## src/rtl/wdsf_pkg.sv

```systemverilog
package wdsf_pkg;

    localparam int FS_W = 5;

    typedef logic [FS_W-1:0] fs_code_t;

    typedef enum logic {
        SAFE_FROM_STRAP = 1'b0,
        SAFE_FROM_REG   = 1'b1
    } safe_src_e;

    typedef struct packed {
        fs_code_t fs;
        logic     wden;
    } strap_t;

    function automatic fs_code_t pick_safe(safe_src_e src, fs_code_t strap_code, fs_code_t reg_code);
        return (src == SAFE_FROM_REG) ? reg_code : strap_code;
    endfunction

endpackage

```

## src/rtl/wdsf_prescaler.sv

```systemverilog
module wdsf_prescaler #(
    parameter int TICK_CYCLES = 29_000_000
) (
    input  logic clk,
    input  logic rst,
    input  logic run,
    output logic tick
);
    generate
        if (TICK_CYCLES <= 1) begin : g_direct
            assign tick = run;
        end else begin : g_count
            localparam int PW = $clog2(TICK_CYCLES);
            localparam logic [PW-1:0] LAST = PW'(TICK_CYCLES - 1);
            logic [PW-1:0] phase_q;

            assign tick = run && (phase_q == LAST);

            always_ff @(posedge clk) begin
                if (rst || !run) begin
                    phase_q <= '0;
                end else if (phase_q == LAST) begin
                    phase_q <= '0;
                end else begin
                    phase_q <= phase_q + 1'b1;
                end
            end

            AST_TICK_SPACING: assert property (@(posedge clk) disable iff (rst)
                tick |=> !tick);
        end
    endgenerate
endmodule

```

## src/rtl/wdsf_countdown.sv

```systemverilog
module wdsf_countdown #(
    parameter int CNT_W = 8
) (
    input  logic             clk,
    input  logic             rst,
    input  logic             en_i,
    input  logic             kick_i,
    input  logic             alarm_clr_i,
    input  logic [CNT_W-1:0] load_val_i,
    input  logic             tick_i,
    output logic             run_o,
    output logic             expire_o,
    output logic             alarm_o
);
    logic [CNT_W-1:0] cnt_q;
    logic             alarm_q;

    assign run_o    = en_i && !alarm_q && !kick_i;
    assign expire_o = tick_i && (cnt_q <= CNT_W'(1));
    assign alarm_o  = alarm_q;

    always_ff @(posedge clk) begin
        if (rst) begin
            cnt_q <= load_val_i;
        end else if (!run_o) begin
            cnt_q <= load_val_i;
        end else if (tick_i && (cnt_q > CNT_W'(1))) begin
            cnt_q <= cnt_q - 1'b1;
        end
    end

    always_ff @(posedge clk) begin
        if (rst) begin
            alarm_q <= 1'b0;
        end else if (alarm_q) begin
            if (alarm_clr_i) alarm_q <= 1'b0;
        end else if (expire_o) begin
            alarm_q <= 1'b1;
        end
    end

    AST_ALARM_FROM_EXPIRY: assert property (@(posedge clk) disable iff (rst)
        $rose(alarm_q) |-> $past(tick_i));
    AST_ALARM_HELD: assert property (@(posedge clk) disable iff (rst)
        (alarm_q && !alarm_clr_i) |=> alarm_q);
    AST_IDLE_NO_ALARM: assert property (@(posedge clk) disable iff (rst)
        (!en_i && !alarm_q) |=> !alarm_q);
endmodule

```

## src/rtl/wdsf_pulse.sv

```systemverilog
module wdsf_pulse #(
    parameter int RST_PULSE_CYCLES = 16
) (
    input  logic clk,
    input  logic rst,
    input  logic trig_i,
    output logic active_o
);
    localparam int PW = $clog2(RST_PULSE_CYCLES + 1);
    localparam logic [PW-1:0] FULL = PW'(RST_PULSE_CYCLES);

    logic [PW-1:0] cnt_q;

    assign active_o = (cnt_q != '0);

    always_ff @(posedge clk) begin
        if (rst) begin
            cnt_q <= '0;
        end else if (trig_i) begin
            cnt_q <= FULL;
        end else if (cnt_q != '0) begin
            cnt_q <= cnt_q - 1'b1;
        end
    end

    AST_PULSE_DECAY: assert property (@(posedge clk) disable iff (rst)
        (cnt_q != '0 && !trig_i) |=> (cnt_q == PW'($past(cnt_q) - 1'b1)));
endmodule

```

## src/rtl/wdsf_top.sv

```systemverilog
module wdsf_top
    import wdsf_pkg::*;
#(
    parameter int TICK_CYCLES      = 29_000_000,
    parameter int CNT_W            = 8,
    parameter int RST_PULSE_CYCLES = 16
) (
    input  logic             clk,
    input  logic             rst,
    input  logic [FS_W-1:0]  strap_fs,
    input  logic             strap_wden,
    input  logic [CNT_W-1:0] cfg_count,
    input  logic             cfg_en_wr,
    input  logic             cfg_en_val,
    input  logic [FS_W-1:0]  cfg_safe_code,
    input  logic             cfg_safe_src,
    input  logic             cfg_chg_rst_en,
    input  logic [FS_W-1:0]  sw_fs_code,
    input  logic             kick,
    input  logic             alarm_clr,
    output logic             alarm,
    output logic [FS_W-1:0]  fs_active,
    output logic             sys_rst_n
);
    strap_t   strap_q;
    logic     ovr_q;
    logic     en_reg_q;
    fs_code_t prev_fs_q;
    logic     en_eff;
    logic     run;
    logic     tick;
    logic     expire;
    logic     code_chg;
    logic     pulse_active;
    fs_code_t safe_code;

    // strap capture and enable ownership
    always_ff @(posedge clk) begin
        if (rst) begin
            strap_q  <= '{fs: strap_fs, wden: strap_wden};
            ovr_q    <= 1'b0;
            en_reg_q <= 1'b1;
        end else if (cfg_en_wr) begin
            ovr_q    <= 1'b1;
            en_reg_q <= cfg_en_val;
        end
    end

    assign en_eff = ovr_q ? en_reg_q : strap_q.wden;

    always_ff @(posedge clk) begin
        prev_fs_q <= sw_fs_code;
    end

    assign code_chg = cfg_chg_rst_en && !alarm && (sw_fs_code != prev_fs_q);

    wdsf_prescaler #(.TICK_CYCLES(TICK_CYCLES)) u_pre (
        .clk  (clk),
        .rst  (rst),
        .run  (run),
        .tick (tick)
    );

    wdsf_countdown #(.CNT_W(CNT_W)) u_cnt (
        .clk         (clk),
        .rst         (rst),
        .en_i        (en_eff),
        .kick_i      (kick),
        .alarm_clr_i (alarm_clr),
        .load_val_i  (cfg_count),
        .tick_i      (tick),
        .run_o       (run),
        .expire_o    (expire),
        .alarm_o     (alarm)
    );

    wdsf_pulse #(.RST_PULSE_CYCLES(RST_PULSE_CYCLES)) u_pulse (
        .clk      (clk),
        .rst      (rst),
        .trig_i   (expire || code_chg),
        .active_o (pulse_active)
    );

    assign sys_rst_n = !pulse_active;
    assign safe_code = pick_safe(safe_src_e'(cfg_safe_src), strap_q.fs, cfg_safe_code);
    assign fs_active = alarm ? safe_code : sw_fs_code;

    AST_RESET_ON_TIMEOUT: assert property (@(posedge clk) disable iff (rst)
        $rose(alarm) |-> !sys_rst_n);
    AST_STRAP_FROZEN: assert property (@(posedge clk) disable iff (rst)
        !rst |=> $stable(strap_q));
    AST_ALARM_ZERO_AFTER_RESET: assert property (@(posedge clk)
        rst |=> !alarm);
endmodule

```

## config.mk

```make
export PLATFORM = sky130hd
export DESIGN_NAME = wdsf_top
export DESIGN_NICKNAME = d
export VERILOG_FILES = /design/src/rtl/wdsf_pkg.sv /design/src/rtl/wdsf_prescaler.sv /design/src/rtl/wdsf_countdown.sv /design/src/rtl/wdsf_pulse.sv /design/src/rtl/wdsf_top.sv
export SDC_FILE = /design/constraint.sdc
export NUM_CORES = 1
export LEC_CHECK = 0
export BUFFER_PORTS_ARGS = -buffer_cell sky130_fd_sc_hd__clkbuf_2
export CORE_MARGIN = 5
export CORE_UTILIZATION = 45
export DETAILED_ROUTE_END_ITERATION = 7
export PLACE_DENSITY = 0.65
export SETUP_SLACK_MARGIN = 0.15
export SLEW_MARGIN = 20
export SYNTH_ARGS = -nofsm -noshare
export SYNTH_HDL_FRONTEND = slang
export SYNTH_HIERARCHICAL = 1
export SYNTH_SLANG_ARGS = --single-unit
```

## constraint.sdc

```tcl
create_clock -name clk -period 3.45 [get_ports clk]
set_input_delay 0.8625 -clock clk [delete_from_list [all_inputs] [get_ports clk]]
set_output_delay 0.8625 -clock clk [all_outputs]
set_load 0.01 [all_outputs]
```

==> flow_summary_export.csv <==
group,metric,value,unit
global_route,grt_pass1_vias,1733,
floorplanning,num_rows,27,
power_and_ir_drop,sw_frac_of_total,0.2618,
power_and_ir_drop,intPower,888.8,µW
global_route,overflow,0,
power_and_ir_drop,power_frac_clock,0.287,
placement,place_congestion,0.8109,
synth,ys_types,50,
sta,finalMaxSlewViolations,0,
floorplanning,die_w,85.74,µm
clock_network,post-cts-setup-buffers,0,
sta,relSlewSlack,0.6476,
finish,post-route-util,0.5266,
sta,layout_min_cycle_time,2.678,ns
sta,tns,0,ns
clock_network,clk_pin_slew,0.09,ns
synth,synth-seq-cells,52,
critical_path,start_kind,"flip-flop",
route,vias,1861,
placement,port_buffers,38,
route,wire_per_inst,12.73,µm
critical_path,cpPeakStageDelay,0.60,ns
global_route,antenna_found_initial,0,
clock_network,clk_latency,0.31,ns
power_and_ir_drop,p_leak,0.001040,µW
synth,synth.cell_area,2581,µm²
synth,avgSynthCellArea,9.890,µm²
clock_network,cts_sinks,52,
route,finalWirelength,4762,µm
synth,ys.flop_type,"dfxtp_1",
floorplanning,die-height,85.74,µm
critical_path,worstPathCellList,"ha_1, nand3_2, or4_4, nor4_1, and2_1, and2_4, nor3_1, a41oi_1, nor2_1, nand2_1, nor2_1",
sta,worstMarginPinSlew,0.5286,ns
critical_path,end_kind,"flip-flop",
sta,period_share,0.7764,
synth,syn-num-nets,297,
synth,ys.warnings.count,6,
placement,hpwl,3578,µm
sta,finalHoldViolCount,0,
clock_network,cts_tree,"built",
global_route,grt_max_degree,18,
global_route,track_usage,0.1333,
floorplanning,initial_utilization,0.4659,
placement,placed_cells,366,
synth,synth_common_cells,"38 x dfxtp_1, 23 x nor2_1, 22 x xnor2_1, 19 x nand2_1",
job,drv_cap,0,
route,vias_per_cell,4.976,
finish,instances_no_fill,374,
power_and_ir_drop,p_seq_frac,0.570,
power_and_ir_drop,p_sw,315.2,µW
floorplanning,coreArea,5540,µm²
critical_path,criticalPathCategory,"flip-flop to flip-flop",
sta,final.setup.worst_slack,0.7716,ns
min_path,hp-class,"flip-flop to flip-flop",
power_and_ir_drop,peakVddDrop,0.2016,mV
sta,fin_skew,0.006372,ns
clock_network,h-tree-depth,2,
sta,max_freq,373.4,MHz
route,ant_nets,0,
placement,place_ws,0.7800,ns
synth,synth-edff-count,14,
floorplanning,die-area,7350,µm²
route,first_iter_violations,56,
floorplanning,io_pins,39,
synth,synth_area_leader_cell,"dfxtp_1",
clock_network,cts_buffers,5,
sta,rsz0062_at_grt,"false",
finish,area_delta_synth_final,13.04,%
synth,yosysTopAreaCellShare,0.2947,
synth,seq_area_frac_synth,0.4576,
synth,synthTopCellsByArea,"dfxtp_1 29%, edfxtp_1 16%, xnor2_1 7.5%, nor2_2 3.4%, nor2_1 3.3%",
finish,drive_gt1_frac,0.2815,
critical_path,cp_max_fo,8,
finish,diodes,0,
route,drc,0,
synth,ys_async_sr_fraction,0,
route,first_pass_iters,4,
clock_network,ctsResizeCount,0,
global_route,grt_pass1_wl,7893,µm
critical_path,required,3.65,ns
critical_path,cpMostUsedCell,"nor2_1",
clock_network,cts_hold_buf,0,
power_and_ir_drop,pwr-share-comb,0.143,
clock_network,cts-root-buf,"clkbuf_8",
synth,syn-instance-count,261,
critical_path,cp_slowest_cell,"or4_4",
sta,finalSetupViolCount,0,
critical_path,critPathArrivalTime,2.88,ns
power_and_ir_drop,powerDensity,412.6,nW/µm²
clock_network,clockBufferDepth,2,
finish,fin_nets,337,
status,status,"complete, no violations",
synth,synth.most_common_cell,"dfxtp_1",
## worst max-delay path, delay by kind of cell, from the launching register on
family | cells | cell delay, ns
AOI/OAI and AO/OA | 1 | 0.40
and+or+nand+nor | 9 | 1.55
adders and majority gates | 1 | 0.22
DFF | 1 | 0.39
## power by group through the flow
stage | logic, µW | registers (µW) | clock network [µW]
4_1_cts | 175 | 687 | 363
3_5_place_dp | 173 | 701 | 0
2_1_floorplan | 129 | 695 | 0
5_1_grt | 191 | 691 | 395
3_3_place_gp | 171 | 699 | 0
6_report | 172 | 686 | 345
## logic make-up after synthesis
group                      share of synthesized area
xor gates and xnor gates                     0.09501
AOI/OAI and AO/OA                             0.1032
and+or+nand+nor                               0.2584
DFF                                           0.4576
buffers and inverters                        0.04265
adders and majority gates                    0.01939
muxes                                        0.02375
## layout by cell type, fill, tap and decap left out, types with 3 or more instances in the layout
| cell | count |
|---|---|
| xnor2_1 | 22 |
| nor4_1 | 5 |
| clkbuf_8 | 5 |
| ha_1 | 4 |
| inv_1 | 12 |
| a21oi_2 | 5 |
| nand2_1 | 19 |
| nor2_1 | 23 |
| dfxtp_1 | 38 |
| clkbuf_2 | 38 |
| edfxtp_1 | 14 |
| o21ai_0 | 7 |
| buf_4 | 4 |
| or3_1 | 7 |
| a21oi_1 | 11 |
| nand4_1 | 3 |
| nor2_2 | 14 |
| xor2_1 | 6 |
| nand3_1 | 7 |
| or4_1 | 5 |
| nor3_1 | 8 |
| o21ai_1 | 6 |
| mux2i_1 | 5 |
## cell type report
class | count | area [µm²]
inverters | 12 | 45.04
flip-flops and latches | 52 | 1181
fillers | 526 | 2623
repair buffers | 42 | 220.2
clock buffers | 5 | 68.82
clock inverters | 3 | 22.52
multi-input cells | 188 | 1290
well taps | 72 | 90.09
## routing by layer
layer | part of all wire | GRT usage
met2 | 0.45 | 0.2126
met1 | 0.48 | 0.1740
met5 | 0 | 0
met4 | 0.010 | 0.03885
met3 | 0.056 | 0.04131
## metrics by stage
| step | instance area [µm²] | hold WS [ns] | power (µW) |
|---|---|---|---|
| after floorplan | 2581 | 0.4396 | 823.8 |
| after global placement | 2826 | 0.4564 | 869.6 |
| after detailed placement | 2826 | 0.4658 | 874.0 |
| after CTS | 2918 | 0.4879 | 1225 |
| after global routing | 2918 | 0.5266 | 1277 |
| final | 2918 | 0.4832 | 1204 |
## worst paths after layout
| check | from | to | slack [ns] | depth (start not counted) |
|---|---|---|---|---|
| hold / removal | u_pre/g_count.phase_q[0] | u_pre/g_count.phase_q[0] | 0.48 | 1 |
| setup / recovery | u_pre/g_count.phase_q[0] | u_pulse/cnt_q[3] | 0.77 | 11 |
| hold reg to reg | u_pre/g_count.phase_q[0] | u_pre/g_count.phase_q[0] | 0.48 | 1 |
| setup reg to reg | u_pre/g_count.phase_q[0] | u_pulse/cnt_q[3] | 0.77 | 11 |
## sequential cells by signal, summed over array words and instances (netlist names)
register and cells:
u_pulse/cnt_q 5, u_pre/g_count.phase_q 25, en_reg_q 1, u_cnt/cnt_q 8
strap_q 6, u_cnt/alarm_o 1, prev_fs_q 5, ovr_q 1
Note: power is estimated with default switching activity, not from simulation.
